`src/rtl/fused_alu_pkg.sv`:
```
// Shared types for the fused-operation ALU.
// Assumes: flag vectors are ordered N,V,Z,C from the top bit down.
package fused_alu_pkg;
    localparam int NFLAG  = 4;
    localparam int FLAG_N = 3;
    localparam int FLAG_V = 2;
    localparam int FLAG_Z = 1;
    localparam int FLAG_C = 0;

    typedef enum logic [3:0] {
        K_NONE, K_SHL_OR, K_ROL_AND, K_SHR_EOR, K_ROR_ADD,
        K_STORE_AX, K_DEC_CMP, K_INC_SUB,
        K_AND_SHR, K_AND_B7C, K_AND_ROR, K_MAGIC_AND, K_SUB_IMM
    } op_kind_e;
endpackage

```
`src/rtl/fused_alu_decode.sv`:
```
// Maps an 8-bit opcode to an operation kind.
// Assumes: memory families are chosen by bits [7:5] when bits [1:0]=11 and
// bits [4:2]!=010; immediate ops share bits [4:0]=01011.
module fused_alu_decode
    import fused_alu_pkg::*;
(
    input  logic [7:0] opcode,
    output op_kind_e   kind
);
    logic mem_mode;
    logic imm_mode;
    logic store_mode;

    // Classify the addressing-mode bits.
    always_comb begin
        mem_mode   = (opcode[1:0] == 2'b11) && (opcode[4:2] != 3'b010);
        imm_mode   = (opcode[4:0] == 5'b01011);
        store_mode = (opcode[4:2] == 3'b000) || (opcode[4:2] == 3'b001) ||
                     (opcode[4:2] == 3'b011) || (opcode[4:2] == 3'b101);
    end

    // Select the operation kind from the family bits.
    always_comb begin
        kind = K_NONE;
        if (mem_mode) begin
            case (opcode[7:5])
                3'd0:    kind = K_SHL_OR;
                3'd1:    kind = K_ROL_AND;
                3'd2:    kind = K_SHR_EOR;
                3'd3:    kind = K_ROR_ADD;
                3'd4:    kind = store_mode ? K_STORE_AX : K_NONE;
                3'd6:    kind = K_DEC_CMP;
                3'd7:    kind = K_INC_SUB;
                default: kind = K_NONE;
            endcase
        end else if (imm_mode) begin
            case (opcode[7:5])
                3'd0, 3'd1: kind = K_AND_B7C;
                3'd2:       kind = K_AND_SHR;
                3'd3:       kind = K_AND_ROR;
                3'd4:       kind = K_MAGIC_AND;
                3'd7:       kind = K_SUB_IMM;
                default:    kind = K_NONE;
            endcase
        end
    end
endmodule

```
`src/rtl/fused_alu_adder.sv`:
```
// W-bit adder with carry in, carry out and signed overflow.
// Assumes: subtraction is presented as p + ~q + cin by the caller.
module fused_alu_adder #(
    parameter int W = 8
) (
    input  logic [W-1:0] p,
    input  logic [W-1:0] q,
    input  logic         cin,
    output logic [W-1:0] sum,
    output logic         cout,
    output logic         ovf
);
    logic [W:0] wide;

    // Add with one spare bit for the carry, then derive overflow from signs.
    always_comb begin
        wide = {1'b0, p} + {1'b0, q} + {{W{1'b0}}, cin};
        sum  = wide[W-1:0];
        cout = wide[W];
        ovf  = (p[W-1] == q[W-1]) && (sum[W-1] != p[W-1]);
    end
endmodule

```
`src/rtl/fused_alu_core.sv`:
```
// Combinational datapath: modifies the memory operand, runs the second
// operation and builds result values, write enables and flag enables.
// Assumes: binary arithmetic only; W is at least 3.
module fused_alu_core
    import fused_alu_pkg::*;
#(
    parameter int           W         = 8,
    parameter logic [W-1:0] ANE_MAGIC = 8'hEE
) (
    input  op_kind_e         kind,
    input  logic [W-1:0]     a,
    input  logic [W-1:0]     x,
    input  logic [W-1:0]     m,
    input  logic             c,
    output logic [W-1:0]     acc_n,
    output logic             acc_we,
    output logic [W-1:0]     mem_n,
    output logic             mem_we,
    output logic [NFLAG-1:0] flags,
    output logic [NFLAG-1:0] flag_en,
    output logic             unsup
);
    localparam logic [W-1:0]     ONE   = W'(1);
    localparam logic [NFLAG-1:0] EN_NZ = NFLAG'((1 << FLAG_N) | (1 << FLAG_Z));
    localparam logic [NFLAG-1:0] EN_NZC = EN_NZ | NFLAG'(1 << FLAG_C);
    localparam logic [NFLAG-1:0] EN_ALL = EN_NZC | NFLAG'(1 << FLAG_V);

    logic [W-1:0] mod_m;
    logic [W-1:0] add_q;
    logic         add_cin;
    logic [W-1:0] add_sum;
    logic         add_cout;
    logic         add_ovf;
    logic [W-1:0] masked;
    logic [W-1:0] res;
    logic [W-1:0] nz_src;
    logic         cf;
    logic         vf;

    // First operation: modify the memory operand and prepare the adder.
    always_comb begin
        mod_m   = m;
        add_q   = m;
        add_cin = c;
        case (kind)
            K_SHL_OR:  mod_m = {m[W-2:0], 1'b0};
            K_ROL_AND: mod_m = {m[W-2:0], c};
            K_SHR_EOR: mod_m = {1'b0, m[W-1:1]};
            K_ROR_ADD: begin
                mod_m   = {c, m[W-1:1]};
                add_q   = {c, m[W-1:1]};
                add_cin = m[0];
            end
            K_DEC_CMP: begin
                mod_m   = m - ONE;
                add_q   = ~(m - ONE);
                add_cin = 1'b1;
            end
            K_INC_SUB: begin
                mod_m = m + ONE;
                add_q = ~(m + ONE);
            end
            K_SUB_IMM: add_q = ~m;
            default:   ;
        endcase
    end

    fused_alu_adder #(.W(W)) u_add (
        .p(a), .q(add_q), .cin(add_cin),
        .sum(add_sum), .cout(add_cout), .ovf(add_ovf)
    );

    // Second operation: result, write enables and flags.
    always_comb begin
        masked  = a & m;
        res     = a;
        mem_n   = mod_m;
        acc_we  = 1'b0;
        mem_we  = 1'b0;
        flag_en = '0;
        unsup   = 1'b0;
        cf      = c;
        vf      = 1'b0;
        case (kind)
            K_SHL_OR: begin
                res = a | mod_m; acc_we = 1'b1; mem_we = 1'b1;
                cf = m[W-1]; flag_en = EN_NZC;
            end
            K_ROL_AND: begin
                res = a & mod_m; acc_we = 1'b1; mem_we = 1'b1;
                cf = m[W-1]; flag_en = EN_NZC;
            end
            K_SHR_EOR: begin
                res = a ^ mod_m; acc_we = 1'b1; mem_we = 1'b1;
                cf = m[0]; flag_en = EN_NZC;
            end
            K_ROR_ADD, K_INC_SUB: begin
                res = add_sum; acc_we = 1'b1; mem_we = 1'b1;
                cf = add_cout; vf = add_ovf; flag_en = EN_ALL;
            end
            K_STORE_AX: begin
                mem_n = a & x; mem_we = 1'b1;
            end
            K_DEC_CMP: begin
                mem_we = 1'b1; cf = add_cout; flag_en = EN_NZC;
            end
            K_AND_SHR: begin
                res = {1'b0, masked[W-1:1]}; acc_we = 1'b1;
                cf = masked[0]; flag_en = EN_NZC;
            end
            K_AND_B7C: begin
                res = masked; acc_we = 1'b1;
                cf = masked[W-1]; flag_en = EN_NZC;
            end
            K_AND_ROR: begin
                res = {c, masked[W-1:1]}; acc_we = 1'b1;
                cf = masked[W-1]; vf = masked[W-1] ^ masked[W-2];
                flag_en = EN_ALL;
            end
            K_MAGIC_AND: begin
                res = (a | ANE_MAGIC) & x & m; acc_we = 1'b1;
                flag_en = EN_NZ;
            end
            K_SUB_IMM: begin
                res = add_sum; acc_we = 1'b1;
                cf = add_cout; vf = add_ovf; flag_en = EN_ALL;
            end
            default: unsup = 1'b1;
        endcase
    end

    // N and Z come from the compare difference or from the new accumulator.
    always_comb begin
        nz_src        = (kind == K_DEC_CMP) ? add_sum : res;
        acc_n         = res;
        flags         = '0;
        flags[FLAG_N] = nz_src[W-1];
        flags[FLAG_Z] = (nz_src == '0);
        flags[FLAG_C] = cf;
        flags[FLAG_V] = vf;
    end
endmodule

```
`src/rtl/fused_op_alu.sv`:
```
// Top level: decodes the opcode, runs the fused datapath and registers the
// results behind a one-cycle strobe.
// Assumes: one request per in_valid cycle; strobes are zero when idle.
module fused_op_alu
    import fused_alu_pkg::*;
#(
    parameter int           W         = 8,
    parameter logic [W-1:0] ANE_MAGIC = 8'hEE
) (
    input  logic         clk,
    input  logic         rst_n,
    input  logic         in_valid,
    input  logic [7:0]   opcode,
    input  logic [W-1:0] acc_in,
    input  logic [W-1:0] xr_in,
    input  logic [W-1:0] mem_in,
    input  logic         carry_in,
    output logic         out_valid,
    output logic [W-1:0] acc_out,
    output logic         acc_we,
    output logic [W-1:0] mem_out,
    output logic         mem_we,
    output logic [3:0]   flags_out,
    output logic [3:0]   flag_en,
    output logic         unsupported
);
    op_kind_e         kind;
    logic [W-1:0]     c_acc;
    logic [W-1:0]     c_mem;
    logic             c_acc_we;
    logic             c_mem_we;
    logic [NFLAG-1:0] c_flags;
    logic [NFLAG-1:0] c_fen;
    logic             c_unsup;

    fused_alu_decode u_dec (.opcode(opcode), .kind(kind));

    fused_alu_core #(.W(W), .ANE_MAGIC(ANE_MAGIC)) u_core (
        .kind(kind), .a(acc_in), .x(xr_in), .m(mem_in), .c(carry_in),
        .acc_n(c_acc), .acc_we(c_acc_we), .mem_n(c_mem), .mem_we(c_mem_we),
        .flags(c_flags), .flag_en(c_fen), .unsup(c_unsup)
    );

    // Result register: capture on a request, clear strobes when idle.
    always_ff @(posedge clk) begin
        if (!rst_n) begin
            out_valid   <= 1'b0;
            acc_out     <= '0;
            mem_out     <= '0;
            flags_out   <= '0;
            acc_we      <= 1'b0;
            mem_we      <= 1'b0;
            flag_en     <= '0;
            unsupported <= 1'b0;
        end else begin
            out_valid <= in_valid;
            if (in_valid) begin
                acc_out     <= c_acc;
                mem_out     <= c_mem;
                flags_out   <= c_flags;
                acc_we      <= c_acc_we;
                mem_we      <= c_mem_we;
                flag_en     <= c_fen;
                unsupported <= c_unsup;
            end else begin
                acc_we      <= 1'b0;
                mem_we      <= 1'b0;
                flag_en     <= '0;
                unsupported <= 1'b0;
            end
        end
    end
endmodule

```
`config.mk`:
```
export PLATFORM = sky130hd
export DESIGN_NAME = fused_op_alu
export DESIGN_NICKNAME = d
export VERILOG_FILES = /design/src/rtl/fused_alu_pkg.sv /design/src/rtl/fused_alu_decode.sv /design/src/rtl/fused_alu_adder.sv /design/src/rtl/fused_alu_core.sv /design/src/rtl/fused_op_alu.sv
export SDC_FILE = /design/constraint.sdc
export NUM_CORES = 1
export LEC_CHECK = 0
export BUFFER_PORTS_ARGS = -buffer_cell sky130_fd_sc_hd__buf_2
export CORE_AREA = 4 4 83 85
export DETAILED_ROUTE_END_ITERATION = 10
export DIE_AREA = 0 0 87 89
export PLACE_DENSITY = 0.88
export SLEW_MARGIN = 20
export SYNTH_ARGS = -nofsm -noshare
export SYNTH_HDL_FRONTEND = slang
export SYNTH_SLANG_ARGS = --single-unit
```
`constraint.sdc`:
```
create_clock -name clk -period 5.35 [get_ports clk]
set_input_delay 1.07 -clock clk [delete_from_list [all_inputs] [get_ports clk]]
set_output_delay 1.07 -clock clk [all_outputs]
set_load 0.01 [all_outputs]
```
==> results of run 1 <==
worst max-delay path by stage:
| stage | start | end | slack, ns | cells after the start |
|---|---|---|---|---|
| after floorplan | opcode[4] | flags_out[1] | 1.02 | 17 |
| after global placement | opcode[6] | flags_out[1] | 0.48 | 15 |
| after detailed placement | opcode[6] | flags_out[1] | 0.41 | 15 |
| after CTS | opcode[6] | flags_out[1] | 0.69 | 15 |
| after global routing | opcode[6] | flags_out[1] | 0.33 | 15 |
| final | opcode[6] | flags_out[1] | 0.64 | 15 |
synth_stat cells, types with 7 or more instances:
cell / count
a211oi_1: 7
a21oi_1: 30
a221o_1: 8
a31oi_1: 10
a32oi_1: 7
and3_1: 8
clkbuf_1: 33
dfxtp_1: 27
ha_1: 25
inv_1: 25
mux2i_1: 7
nand2_1: 40
nand3_1: 26
nor2_1: 40
nor3_1: 18
nor4_1: 8
o211ai_1: 8
o21ai_0: 35
or3_1: 8
xnor2_1: 9
xor2_1: 8
cells by family (layout without fill, tap and decap cells):
group,after synthesis,count (layout)
compound gates,145,145
flops,27,27
fa+ha+maj,28,28
buf+inv,65,106
xor+xnor,17,17
simple gates,189,189
mux,8,8
registers in the layout, indices dropped and copies added, names as in the netlist:
name	count
out_valid	1
mem_out	8
flag_en	3
unsupported	1
acc_we	1
acc_out	8
mem_we	1
flags_out	4
critical path, stage by stage:
cell      delay [ns]
buf_2           0.20
or4b_4          0.57
a211oi_2        0.43
nand2_4         0.18
mux2i_1         0.29
o21ai_0         0.12
a221o_1         0.31
ha_1            0.30
or2_2           0.30
a21oi_1         0.15
a31oi_1         0.11
xor2_1          0.20
a32oi_1         0.42
nand3_1         0.15
nand3_1         0.10
final cells by class:
class,count,area (µm²),area share
Multi-Input combinational cell,387,2620,0.688
Tap cell,77,96.3,0.0253
Inverter,27,101,0.0266
Clock buffer,4,45.0,0.0118
Timing Repair Buffer,75,405,0.107
Sequential cell,27,541,0.142
power by group through the flow:
stage | Combinational (W) | Sequential, W | Clock [W]
floorplan | 0.000174 | 0.000229 | 0
global placement | 0.000266 | 0.000222 | 0
detailed placement | 0.000269 | 0.000223 | 0
CTS | 0.000270 | 0.000218 | 0.000117
global route | 0.000303 | 0.000220 | 0.000123
finish | 0.000278 | 0.000218 | 0.000115
per-layer routing:
| metal | vias to the layer above | track usage |
|---|---|---|
| li1 | 1875 | - |
| met3 | 45 | 0.0488 |
| met2 | 304 | 0.518 |
| met4 | 0 | 0.142 |
| met1 | 1897 | 0.426 |
| met5 | - | 0 |
per-stage QoR:
step | power, W | worst slack (ns) | util
2_1_floorplan | 0.000403 | 1.02 | -
3_3_place_gp | 0.000488 | 0.479 | 0.606
3_5_place_dp | 0.000492 | 0.414 | 0.606
4_1_cts | 0.000606 | 0.690 | 0.613
5_1_grt | 0.000646 | 0.332 | 0.613
6_report | 0.000611 | 0.644 | 0.613
==> flow_metrics.tcl, run 1 <==
set metrics [dict create \
    vias 4121 \
    yosys_register_bits 27 \
    drc 0 \
    fill_cells 593 \
    yosys.area_share.adder 0.107 \
    p_per_area_mw_per_mm2 161 \
    hold_buffers 0 \
    grt_antenna_before_repair 0 \
    r2r-end "mem_out[4]" \
    via_per_inst 6.90 \
    drt_iter0_drc 661 \
    p_sw_w 0.000243 \
    grt_first_pass_wirelength_um 19800 \
    p_leak_nw 1.63 \
    min_from "acc_out[4]" \
    drive_gt1_frac 0.190 \
    finalNonFillerCells 597 \
    syn_nets 542 \
    rsz0062_at_grt "false" \
    cts-resized-gates 0 \
    initial_core_util 0.548 \
    synth_seq_area_share 0.159 \
    dieWidth_um 87 \
    final_cell_mix "63 x buf_2, 40 x nand2_1, 40 x nor2_1" \
    p_clk_frac 0.188 \
    fin_skew_ns 0 \
    hold_violations 0 \
    insertion_delay_ns 0.27 \
    pin_count 64 \
    synth_top_family_by_area "compound AO/OA/AOI/OAI gates" \
    grt_pass1_vias 3738 \
    clock_path_buffers 2 \
    endpoint_kind "flop" \
    coreArea_mm2 0.00620 \
    reg2regPathDepth 3 \
    top_layer "met4" \
    wirelength_um 12500 \
    ant_nets 0 \
    avgRoutedWirePerCell_um 21.0 \
    power.share.sequential 0.357 \
    dpl.hpwl_um 9570 \
    hold_slack_ns 0.487 \
    syn_to_final_growth_pct 11.8 \
    dr.pass1.iters 6 \
    drv_cap 0 \
    synth_top_area_share 0.159 \
    yosysTopAreaCell "dfxtp_1" \
    wl_met3_um 1480 \
    syn_area_mm2 0.00340 \
    relSlewSlack 0.343 \
    cp.required_ns 5.57 \
    place_congestion 1.00 \
    worstMarginPinSlew_ns 0.981 \
    combPwrFrac 0.455 \
    gr-total-overflow 0 \
    htree_levels 1 \
    synth_area_per_cell_um2 7.10 \
    reg2reg_from "mem_out[4]" \
    wl_met1_um 4960 \
    rows 29 \
    post_dp_cell_area_mm2 0.00376 \
    p_int_w 0.000368 \
    power.share.switching 0.398 \
    grt_use_total 0.322 \
    ys_types 71 \
    die_area_mm2 0.00774 \
    yosys.area_share.simple 0.292 \
    synth_edf_count 0 \
    die_h_um 89 \
    fmax_ghz 0.212 \
    synth_compound_area_frac 0.296 \
    port_buffers 63 \
    min_to "acc_out[4]" \
    synth_area_leaders "dfxtp_1 16%, ha_1 9.2%, o21ai_0 5.1%, a21oi_1 4.4%, nand2_1 4.4%" \
    min_path_cells 2 \
    grt_max_degree 37 \
    fin_area_mm2 0.00380 \
    max-vdd-ir-drop_mv 0.115 \
    diodes 0 \
    cp_data_arrival_time_ns 4.92 \
    ys.flop_type "dfxtp_1" \
    tns_ns 0 \
    period_needed_ns 4.71 \
    cts_setup_buffers 0 \
    final_common_cell "buf_2" \
    cp-start-kind "input port" \
    period_share 0.880 \
    drv_slew 0 \
    rrSetupSlack_ns 4.49 \
    clock-root-buffer "clkbuf_8" \
    met2_wirelength_um 5590 \
    synthMuxAreaShare 0.0272 \
    crit_fanout 18 \
    hold_path.class "reg -> reg" \
    clkTransAtPathRegs_ns 0.09 \
    layout.nets 584 \
    async_flop_share 0 \
    criticalPathCategory "in -> reg" \
    clock-sinks 27 \
    cts_tree "done" \
    status "completed" \
    netlist_instances 479 \
    dp.cells 593 \
    yosysWarnings 0 \
    cts_buffers 3 \
    synth-xor-area-share 0.0438 \
    setup_viol 0 \
]
No activity file was read; power rests on OpenSTA's default activity.
==> run 2: changes to the inputs <==
CORE_AREA = 4 4 86 88   (was 4 4 83 85)
DIE_AREA = 0 0 90 92   (was 0 0 87 89)
PLACE_DENSITY = 0.86   (was 0.88)
clock period = 4.2 ns   (was 5.35 ns; I/O delays follow)
==> run 2 against run 1 <==
  * Core utilization grew 1.3 points
  * Critical path depth grew 1
  * Sequential share of layout area fell by 1.2 points
  * Via count is 3.6% higher
  * Largest cell class unchanged
==> flow_metrics.tcl, run 2 (synthesis gave the netlist of run 1 again) <==
set metrics [dict create \
    status "completed" \
    endpoint_kind "flop" \
    cp_cell_sequence "buf_2 -> or4b_4 -> a211oi_2 -> buf_4 -> nand2_4 -> mux2i_1 -> o21ai_0 -> a221o_1 -> ha_1 -> or2_2 -> a21oi_1 -> a31oi_2 -> xor2_1 -> a32oi_2 -> nand4_1 -> nand3_1" \
    drt_iter0_drc 461 \
    place_congestion 0.970 \
    max-vdd-ir-drop_mv 0.0957 \
    clock_path_buffers 2 \
    grt_max_degree 37 \
    p_per_area_mw_per_mm2 201 \
    worstMarginPinSlew_ns 0.860 \
    min_to "mem_out[0]" \
    grt_pass1_vias 4020 \
    criticalPathCategory "in -> reg" \
    clkTransAtPathRegs_ns 0.09 \
    diodes 0 \
    drc 0 \
    reg2reg_from "mem_out[3]" \
    cts_buffers 3 \
    path_delay_family "compound AO/OA/AOI/OAI gates" \
    rrSetupSlack_ns 3.31 \
    drive_gt1_frac 0.259 \
    setup_viol 0 \
    dp.cells 638 \
    clock-sinks 27 \
    dr.pass1.iters 6 \
    min_from "mem_out[0]" \
    wl_met3_um 1330 \
    die_h_um 92 \
    dpl.hpwl_um 10300 \
    final_cell_mix "63 x buf_2, 55 x buf_4, 40 x nand2_1, 40 x nor2_1, 34 x o21ai_0" \
    top_layer "met4" \
    drv_slew 0 \
    period_needed_ns 4.06 \
    place_ws_ns -0.222 \
    hold_violations 0 \
    tns_ns 0 \
    r2r-end "mem_out[3]" \
    pin_count 64 \
    cp.required_ns 4.42 \
    htree_levels 1 \
    cp_slowest_cell "or4b_4" \
    hold_buffers 0 \
    fmax_ghz 0.246 \
    finish.utilization 0.626 \
    port_buffers 63 \
    cp_num_buf_inv 2 \
    avgRoutedWirePerCell_um 20.5 \
    finalWorstSetupSlack_ns 0.139 \
    cp_data_arrival_time_ns 4.28 \
    layout.nets 627 \
    reg2regPathDepth 3 \
    coreArea_mm2 0.00664 \
    gr-total-overflow 0 \
    p_leak_nw 1.84 \
    met2_wirelength_um 5950 \
    cp-start-kind "input port" \
    period_share 0.967 \
    grt_use_total 0.311 \
    fill_cells 652 \
    cts_tree "done" \
    fin_skew_ns 0 \
    dieWidth_um 90 \
    vias 4271 \
    hold_slack_ns 0.487 \
    crit_fanout 6 \
    hold_path.class "reg -> reg" \
    syn_to_final_growth_pct 22.2 \
    initial_core_util 0.512 \
    grt_antenna_before_repair 0 \
    top_regs "acc_out (8), mem_out (8), flags_out (4)" \
    via_per_inst 6.64 \
    rows 30 \
    ant_nets 0 \
    wl_met1_um 5190 \
    insertion_delay_ns 0.27 \
    min_path_cells 2 \
    relSlewSlack 0.422 \
    final_common_cell "buf_2" \
    drv_cap 0 \
    grt_first_pass_wirelength_um 20700 \
    clock-root-buffer "clkbuf_8" \
    die_area_mm2 0.00828 \
    finalNonFillerCells 643 \
    wirelength_um 13200 \
    max_stage_delay_ns 0.53 \
]
==> run 2: worst min-delay path: cells and delay by family (launching register included) <==
| family | cells | cell delay (ns) |
|---|---|---|
| DFF | 1 | 0.32 |
| and+or+nand+nor | 1 | 0.08 |
| AOI/OAI and AO/OA | 1 | 0.05 |
==> run 2: worst max-delay path by stage <==
stage	cells after the start	endpoint	from
floorplan	17	flags_out[1]	opcode[4]
global placement	17	flags_out[1]	opcode[6]
detailed placement	17	flags_out[1]	opcode[6]
CTS	17	flags_out[1]	opcode[6]
global route	17	acc_out[7]	opcode[6]
finish	16	flags_out[1]	opcode[6]
==> run 2: where the power goes <==
part	internal, W	switching (W)
sequential	0.000272	0.00000662
combinational	0.000168	0.000238
clock	0.0000681	0.0000829
==> run 2: stage by stage <==
stage | power [W] | area, µm²
detailed placement | 0.000671 | 4080
floorplan | 0.000514 | 3400
CTS | 0.000819 | 4120
global route | 0.000885 | 4160
global placement | 0.000660 | 4080
finish | 0.000835 | 4160
==> run 2: repair_timing <==
item | CTS | global route
resized for setup | 0 | 6
buffers inserted | 0 | 1
endpoints found under the setup margin | 0 | 4
==> run 2: final cells by class <==
cell class,count,area [µm²],share of cell area
multi-input cells,387,2640,0.636
repair buffers,118,728,0.175
flip-flops and latches,27,541,0.130
inverters,27,101,0.0244
well taps,80,100,0.0241
clock buffers,4,45.0,0.0108
==> run 2: routing by layer <==
layer  up-vias  track usage
met5         -            0
met4         0        0.173
met3        62       0.0394
met2       267        0.500
met1      1988        0.402
li1       1954            -
